[src/rtl/ecc_diag_pkg.sv]
package ecc_diag_pkg;
  localparam int REG_AW = 5;
  localparam int REG_DW = 32;
  localparam int A_CTRL = 0;
  localparam int A_STAT = 1;
  localparam int A_CPOP = 2;
  localparam int A_UPOP = 3;
  localparam int A_CNT0 = 4;
  localparam int A_THR0 = 7;
  localparam int A_HIST = 10;
  localparam int N_CNT  = 3;
  localparam int N_STAT = 7;
  // status bit positions
  localparam int S_CPEND = 0;
  localparam int S_UPEND = 1;
  localparam int S_COVF  = 2;
  localparam int S_UOVF  = 3;
  localparam int S_THR0  = 4;
endpackage

[src/rtl/ecc_trace_fifo.sv]
module ecc_trace_fifo #(
  parameter int DEPTH = 4,
  parameter int AW    = 16,
  parameter bit DEDUP = 1'b1,
  localparam int PW   = $clog2(DEPTH),
  localparam int CNW  = PW + 1
) (
  input  logic           clk_i,
  input  logic           rst_ni,
  input  logic           push_i,
  input  logic [AW-1:0]  addr_i,
  input  logic           pop_i,
  output logic [AW-1:0]  head_o,
  output logic [CNW-1:0] count_o,
  output logic           drop_o
);
  logic [AW-1:0]  mem_q [DEPTH];
  logic [PW-1:0]  rd_q, wr_q;
  logic [CNW-1:0] cnt_q;
  logic [DEPTH-1:0] match;
  logic hit, full, do_push, do_pop;

  // live slots sit at offsets below the count from the read pointer
  for (genvar i = 0; i < DEPTH; i++) begin : g_cmp
    logic [PW-1:0] off;
    assign off = PW'(i) - rd_q;
    assign match[i] = ({1'b0, off} < cnt_q) && (mem_q[i] == addr_i);
  end

  if (DEDUP) begin : g_dedup
    assign hit = |match;
  end else begin : g_nodedup
    assign hit = 1'b0;
  end

  assign full    = (cnt_q == CNW'(DEPTH));
  assign do_push = push_i && !hit && !full;
  assign drop_o  = push_i && !hit && full;
  assign do_pop  = pop_i && (cnt_q != '0);
  assign head_o  = (cnt_q != '0) ? mem_q[rd_q] : '0;
  assign count_o = cnt_q;

  always_ff @(posedge clk_i or negedge rst_ni) begin
    if (!rst_ni) begin
      rd_q  <= '0;
      wr_q  <= '0;
      cnt_q <= '0;
    end else begin
      if (do_push) wr_q <= wr_q + 1'b1;
      if (do_pop)  rd_q <= rd_q + 1'b1;
      cnt_q <= cnt_q + CNW'(do_push) - CNW'(do_pop);
    end
  end

  always_ff @(posedge clk_i) begin
    if (do_push) mem_q[wr_q] <= addr_i;
  end
endmodule

[src/rtl/ecc_evt_counter.sv]
module ecc_evt_counter #(
  parameter int CNT_W = 8
) (
  input  logic             clk_i,
  input  logic             rst_ni,
  input  logic             inc_i,
  input  logic             clr_i,
  input  logic [CNT_W-1:0] thr_i,
  output logic [CNT_W-1:0] cnt_o,
  output logic             thr_hit_o
);
  logic [CNT_W-1:0] cnt_q, cnt_nx;
  logic             step;

  assign step      = inc_i && !clr_i && (cnt_q != '1);
  assign cnt_nx    = cnt_q + 1'b1;
  assign thr_hit_o = step && (thr_i != '0) && (cnt_nx == thr_i);
  assign cnt_o     = cnt_q;

  always_ff @(posedge clk_i or negedge rst_ni) begin
    if (!rst_ni)    cnt_q <= '0;
    else if (clr_i) cnt_q <= '0;
    else if (step)  cnt_q <= cnt_nx;
  end
endmodule

[src/rtl/ecc_bit_history.sv]
module ecc_bit_history #(
  parameter int CW_BITS = 137,
  localparam int IW     = $clog2(CW_BITS),
  localparam int NW     = (CW_BITS + 31) / 32
) (
  input  logic             clk_i,
  input  logic             rst_ni,
  input  logic             set_i,
  input  logic [IW-1:0]    idx_i,
  input  logic [NW*32-1:0] clr_i,
  output logic [NW*32-1:0] hist_o
);
  logic [CW_BITS-1:0] hist_q;

  for (genvar b = 0; b < CW_BITS; b++) begin : g_bit
    always_ff @(posedge clk_i or negedge rst_ni) begin
      if (!rst_ni)                           hist_q[b] <= 1'b0;
      else if (set_i && idx_i == IW'(b))     hist_q[b] <= 1'b1;
      else if (clr_i[b])                     hist_q[b] <= 1'b0;
    end
  end

  if (NW * 32 > CW_BITS) begin : g_pad
    assign hist_o = {{(NW*32-CW_BITS){1'b0}}, hist_q};
  end else begin : g_nopad
    assign hist_o = hist_q;
  end
endmodule

[src/rtl/ecc_diag_logger.sv]
module ecc_diag_logger
  import ecc_diag_pkg::*;
#(
  parameter int AW      = 16,
  parameter int DEPTH   = 4,
  parameter int CNT_W   = 8,
  parameter int CW_BITS = 137
) (
  input  logic                       clk_i,
  input  logic                       rst_ni,
  input  logic                       sec_evt_i,
  input  logic [AW-1:0]              sec_addr_i,
  input  logic [$clog2(CW_BITS)-1:0] sec_bit_i,
  input  logic                       ded_evt_i,
  input  logic [AW-1:0]              ded_addr_i,
  input  logic                       aerr_evt_i,
  input  logic [AW-1:0]              aerr_addr_i,
  input  logic                       reg_we_i,
  input  logic                       reg_re_i,
  input  logic [REG_AW-1:0]          reg_addr_i,
  input  logic [REG_DW-1:0]          reg_wdata_i,
  output logic [REG_DW-1:0]          reg_rdata_o,
  output logic                       irq_corr_o,
  output logic                       irq_uncorr_o
);
  localparam int NW  = (CW_BITS + 31) / 32;
  localparam int CNW = $clog2(DEPTH) + 1;

  logic              diag_en_q;
  logic [N_STAT-1:0] stat_q, stat_set, stat_clr;
  logic              sec_acc, ded_acc, aerr_acc, unc_acc;
  logic [AW-1:0]     corr_head, unc_head, unc_addr;
  logic [CNW-1:0]    corr_cnt, unc_cnt;
  logic              corr_drop, unc_drop;
  logic              corr_pop, unc_pop;
  logic [CNT_W-1:0]  cnt [N_CNT];
  logic [CNT_W-1:0]  thr_q [N_CNT];
  logic [N_CNT-1:0]  inc, clr, thr_hit;
  logic [NW*32-1:0]  hist, hist_clr;
  int unsigned       ra;

  assign ra       = int'(reg_addr_i);
  assign sec_acc  = diag_en_q && sec_evt_i;
  assign ded_acc  = diag_en_q && ded_evt_i;
  assign aerr_acc = diag_en_q && aerr_evt_i;
  assign unc_acc  = ded_acc || aerr_acc;
  assign unc_addr = ded_acc ? ded_addr_i : aerr_addr_i;
  assign corr_pop = reg_re_i && ra == A_CPOP;
  assign unc_pop  = reg_re_i && ra == A_UPOP;

  ecc_trace_fifo #(.DEPTH(DEPTH), .AW(AW), .DEDUP(1'b1)) u_corr_fifo (
    .clk_i, .rst_ni,
    .push_i(sec_acc), .addr_i(sec_addr_i), .pop_i(corr_pop),
    .head_o(corr_head), .count_o(corr_cnt), .drop_o(corr_drop)
  );

  ecc_trace_fifo #(.DEPTH(DEPTH), .AW(AW), .DEDUP(1'b0)) u_unc_fifo (
    .clk_i, .rst_ni,
    .push_i(unc_acc), .addr_i(unc_addr), .pop_i(unc_pop),
    .head_o(unc_head), .count_o(unc_cnt), .drop_o(unc_drop)
  );

  assign inc = {aerr_acc, ded_acc, sec_acc};

  for (genvar k = 0; k < N_CNT; k++) begin : g_cnt
    assign clr[k] = reg_we_i && ra == A_CNT0 + k && reg_wdata_i == '0;

    always_ff @(posedge clk_i or negedge rst_ni) begin
      if (!rst_ni)                              thr_q[k] <= '0;
      else if (reg_we_i && ra == A_THR0 + k)    thr_q[k] <= reg_wdata_i[CNT_W-1:0];
    end

    ecc_evt_counter #(.CNT_W(CNT_W)) u_cnt (
      .clk_i, .rst_ni,
      .inc_i(inc[k]), .clr_i(clr[k]), .thr_i(thr_q[k]),
      .cnt_o(cnt[k]), .thr_hit_o(thr_hit[k])
    );
  end

  for (genvar w = 0; w < NW; w++) begin : g_hclr
    assign hist_clr[w*32 +: 32] = (reg_we_i && ra == A_HIST + w) ? reg_wdata_i : '0;
  end

  ecc_bit_history #(.CW_BITS(CW_BITS)) u_hist (
    .clk_i, .rst_ni,
    .set_i(sec_acc), .idx_i(sec_bit_i), .clr_i(hist_clr), .hist_o(hist)
  );

  always_comb begin
    stat_set = '0;
    stat_set[S_CPEND] = sec_acc;
    stat_set[S_UPEND] = unc_acc;
    stat_set[S_COVF]  = corr_drop;
    stat_set[S_UOVF]  = unc_drop;
    stat_set[S_THR0 +: N_CNT] = thr_hit;
    stat_clr = (reg_we_i && ra == A_STAT) ? reg_wdata_i[N_STAT-1:0] : '0;
  end

  always_ff @(posedge clk_i or negedge rst_ni) begin
    if (!rst_ni) begin
      diag_en_q <= 1'b0;
      stat_q    <= '0;
    end else begin
      if (reg_we_i && ra == A_CTRL) diag_en_q <= reg_wdata_i[0];
      stat_q <= (stat_q & ~stat_clr) | stat_set;
    end
  end

  assign irq_corr_o   = stat_q[S_CPEND] | stat_q[S_THR0];
  assign irq_uncorr_o = stat_q[S_UPEND] | stat_q[S_THR0+1] | stat_q[S_THR0+2];

  always_comb begin
    reg_rdata_o = '0;
    if (ra == A_CTRL) reg_rdata_o[0] = diag_en_q;
    if (ra == A_STAT) reg_rdata_o[N_STAT-1:0] = stat_q;
    if (ra == A_CPOP) begin
      reg_rdata_o[31]        = corr_cnt != '0;
      reg_rdata_o[16 +: CNW] = corr_cnt;
      reg_rdata_o[AW-1:0]    = corr_head;
    end
    if (ra == A_UPOP) begin
      reg_rdata_o[31]        = unc_cnt != '0;
      reg_rdata_o[16 +: CNW] = unc_cnt;
      reg_rdata_o[AW-1:0]    = unc_head;
    end
    for (int k = 0; k < N_CNT; k++) begin
      if (ra == A_CNT0 + k) reg_rdata_o[CNT_W-1:0] = cnt[k];
      if (ra == A_THR0 + k) reg_rdata_o[CNT_W-1:0] = thr_q[k];
    end
    for (int w = 0; w < NW; w++) begin
      if (ra == A_HIST + w) reg_rdata_o = hist[w*32 +: 32];
    end
  end
endmodule

[config.mk]
export PLATFORM = sky130hd
export DESIGN_NAME = ecc_diag_logger
export DESIGN_NICKNAME = d
export VERILOG_FILES = /design/src/rtl/ecc_diag_pkg.sv /design/src/rtl/ecc_trace_fifo.sv /design/src/rtl/ecc_evt_counter.sv /design/src/rtl/ecc_bit_history.sv /design/src/rtl/ecc_diag_logger.sv
export SDC_FILE = /design/constraint.sdc
export NUM_CORES = 1
export LEC_CHECK = 0
export BUFFER_PORTS_ARGS = -buffer_cell sky130_fd_sc_hd__buf_4
export CAP_MARGIN = 10
export CORE_MARGIN = 3
export CORE_UTILIZATION = 40
export CTS_CLUSTER_DIAMETER = 100
export DETAILED_ROUTE_END_ITERATION = 8
export PLACE_DENSITY_LB_ADDON = 0.08
export SLEW_MARGIN = 20
export SYNTH_ARGS = -nofsm -noshare
export SYNTH_HDL_FRONTEND = slang
export SYNTH_SLANG_ARGS = --single-unit
export TNS_END_PERCENT = 100
[constraint.sdc]
create_clock -name clk_i -period 5.9 [get_ports clk_i]
set_input_delay 0.295 -clock clk_i [delete_from_list [all_inputs] [get_ports clk_i]]
set_output_delay 0.295 -clock clk_i [all_outputs]
set_load 0.02 [all_outputs]
==> results.py <==
metrics = {
    "placement": {
        "hpwlAfterDp_um": 37050,
        "dpl_cell_area_um2": 18580,
        "place_ws_ps": 2337,
        "portBuffers": 133,
        "placed_cells": 2100,
        "place.gp.congestion": 0.9219,
    },
    "finish": {
        "nets": 1748,
        "fin_area_um2": 20190,
        "instances_no_fill": 2189,
        "synthToLayoutAreaGrowth_pct": 18.89,
        "drive_above_1_share": 0.2004,
        "fin_util": 0.4879,
        "diodes": 0,
        "fillers": 3771,
    },
    "hold_path": {
        "min_path_type": "in2reg",
    },
    "die": {
        "core.rowCount": 74,
        "core_area_um2": 41390,
        "io_pins": 134,
        "die_area_um2": 44970,
        "initial_core_util": 0.4104,
        "chipHeight_um": 212.1,
        "die_x_um": 212.1,
    },
    "synth": {
        "synthArstFlopShare": 0.6179,
        "yosysWarnings": 0,
        "yosysTopAreaCellShare": 0.3050,
        "synth-edff-count": 128,
        "netlist-cell-type-count": 63,
        "synth_area_leaders": "dfrtp_1 30%, edfxtp_1 23%, a22o_1 6.8%",
        "synth_commonest_cells": "243 x nand2_1, 207 x dfrtp_1, 131 x a22o_1",
        "avgSynthCellArea_um2": 11.35,
        "synth_nets": 1618,
        "synth_area_um2": 16980,
        "synth_flop_cell": "dfrtp_1",
        "ys_ff_latch": 335,
        "yosys.area.top_type": "dfrtp_1",
        "synth_cells": 1497,
        "yosysSeqAreaShare": 0.5313,
        "yosysMostFrequentCell": "nand2_1",
    },
    "grt": {
        "grt.total_usage": 0.2420,
        "grt_overflow": 0,
        "grt_pass1_wl_um": 82100,
        "grt_pass1_vias": 12869,
        "grt_max_degree": 109,
        "antenna_found_initial": 0,
    },
    "routing": {
        "ant_nets": 0,
        "wl_per_cell_um": 24.86,
        "drtPass1Iterations": 5,
        "drt_iter0_markers": 1170,
        "vias_per_cell": 5.911,
        "drc": 0,
        "wl_um": 54420,
        "vias": 12940,
    },
    "critical_path": {
        "start_kind": "register",
        "required_ps": 6080,
        "end_kind": "register",
        "worstPathMaxFanout": 20,
        "critPathKind": "reg2reg",
        "crit_arrival_ps": 3690,
    },
    "sta": {
        "setup_violations": 0,
        "drv_slew": 0,
        "fin_crit_ps": 3504,
        "worst_slew_pin_slew_ps": 1155,
        "tns_ps": 0,
        "skew_ps": 20.81,
        "hold_violations": 0,
        "maxClockFrequency_mhz": 285.4,
        "relSlewSlack": 0.2229,
        "rsz0062_at_grt": "false",
        "fin_crit_sh": 0.5940,
        "fin_ws_ps": 2396,
    },
    "clock_tree": {
        "clockBufferDepth": 3,
        "cts.htree.levels": 2,
        "insertion_delay_ps": 560,
        "cts_inserted_buffers": 41,
        "cts_root_buffer": "clkbuf_16",
        "clock_sinks": 335,
        "clk_pin_slew_ps": 60,
        "cts_tree": "yes",
        "post_cts_resized": 0,
    },
    "pwr": {
        "power_density_nw_per_um2": 348.2,
        "peakVddDrop_mv": 0.2109,
        "leakagePower_nw": 8.118,
    },
    "status": {
        "status": "finished clean",
    },
    "run": {
        "drv_cap": 0,
    },
}
[worst max-delay path: stages, from the launching register on]
cell and delay [ps]:
dfrtp_1 900, xnor2_1 220, inv_1 70, ha_1 270, a21oi_1 60, nor2_1 90, o22ai_1 130, nor4_2 590
and2_1 790
[final timing paths]
path | startpoint | end | slack (ps) | cells past startpoint
max | u_corr_fifo.rd_q[1]$_DFFE_PN0P_ | u_corr_fifo.mem_q[1][10]$_DFFE_PP_ | 2400 | 8
min | sec_addr_i[10] | u_corr_fifo.mem_q[0][10]$_DFFE_PP_ | 20 | 1
max reg2reg | u_corr_fifo.rd_q[1]$_DFFE_PN0P_ | u_corr_fifo.mem_q[1][10]$_DFFE_PP_ | 2400 | 8
min reg2reg | u_hist.hist_o[59]$_DFFE_PN0P_ | u_hist.hist_o[59]$_DFFE_PN0P_ | 490 | 2
max in group asynchronous | rst_ni | u_hist.hist_o[93]$_DFFE_PN0P_ | 4170 | 3
min in group asynchronous | rst_ni | g_cnt[2].u_cnt.cnt_o[6]$_DFFE_PN0P_ | 370 | 2
[sequential cells by signal, indices dropped and copies added, names as in the netlist, 2 cells and up]
register,flops
u_corr_fifo.wr_q,2
u_unc_fifo.mem_q,64
thr_q,24
u_corr_fifo.mem_q,64
u_unc_fifo.count_o,3
u_corr_fifo.count_o,3
g_cnt.u_cnt.cnt_o,24
stat_q,7
u_unc_fifo.wr_q,2
u_hist.hist_o,137
u_unc_fifo.rd_q,2
u_corr_fifo.rd_q,2
[power breakdown]
group,total (W),switching (W),leakage [nW],internal [W]
Sequential,0.00293,0.000265,3.95,0.00267
Combinational,0.00137,0.000736,3.45,0.000635
Clock,0.00273,0.00103,0.711,0.00170
[layer usage]
| metal | GRT usage | share of wire | vias up |
|---|---|---|---|
| met5 | 0 | 0 | - |
| met4 | 0.08360 | 0.031 | 0 |
| met3 | 0.04722 | 0.069 | 101 |
| met2 | 0.3705 | 0.45 | 480 |
| met1 | 0.3462 | 0.45 | 6531 |
| li1 | - | - | 5828 |
[cell families after synthesis]
kind of cell,count (synthesis),synth area share
XOR/XNOR,128,0.06601
adder cells (fa/ha/maj),21,0.01636
AO/OA/AOI/OAI,336,0.1468
buffers and inverters,102,0.02424
flip-flops,335,0.5313
AND/OR/NAND/NOR,479,0.1315
multiplexers,96,0.08376
[what timing repair did]
action / 4_1_cts / 5_1_grt
setup endpoints to repair: 0 / 0
buffers inserted: 0 / 0
hold buffers: 16 / 0
hold endpoints to repair: 163 / 0
[placed cells by master, fill, tap and decap left out, types with 5 or more instances in the layout]
cell type	n
clkbuf_1	8
a32oi_1	5
and2_1	12
nor2_2	6
buf_4	153
a22o_1	131
a22oi_1	47
bufinv_16	7
o21ai_0	52
nor4_2	5
xnor2_1	49
xor2_1	79
clkbuf_8	7
a221oi_1	5
mux4_2	32
inv_1	18
or2_2	9
mux2i_1	15
nor2_1	59
nor3_1	24
o22ai_1	9
clkbuf_16	42
mux2_2	48
nor4_1	29
ha_1	19
dlygate4sd3_1	16
nand3_1	15
dfrtp_1	207
nand2_1	243
nor2b_1	8
and3_1	9
a21oi_1	33
edfxtp_1	128
or3_1	8
or4_1	5
nand2b_1	14
a31oi_1	20
nand4_1	12
[final cells by class]
type	instances	area (um^2)	share of cell area
Clock buffer	57	1177	0.05831
Clock inverter	16	271.5	0.01345
Inverter	19	71.32	0.003532
Multi-Input combinational cell	1060	7659	0.3793
Sequential cell	335	9024	0.4469
Tap cell	532	665.6	0.03297
Timing Repair Buffer	170	1324	0.06556
[through the flow]
stage               power, W  hold WS (ps)
finish              0.007032         23.08
detailed placement  0.004348         417.7
global placement    0.004332         406.9
CTS                 0.007103        0.3635
global route        0.007368         1.209
floorplan           0.003829       -0.5911
Note: power is estimated with default switching activity, not from simulation.
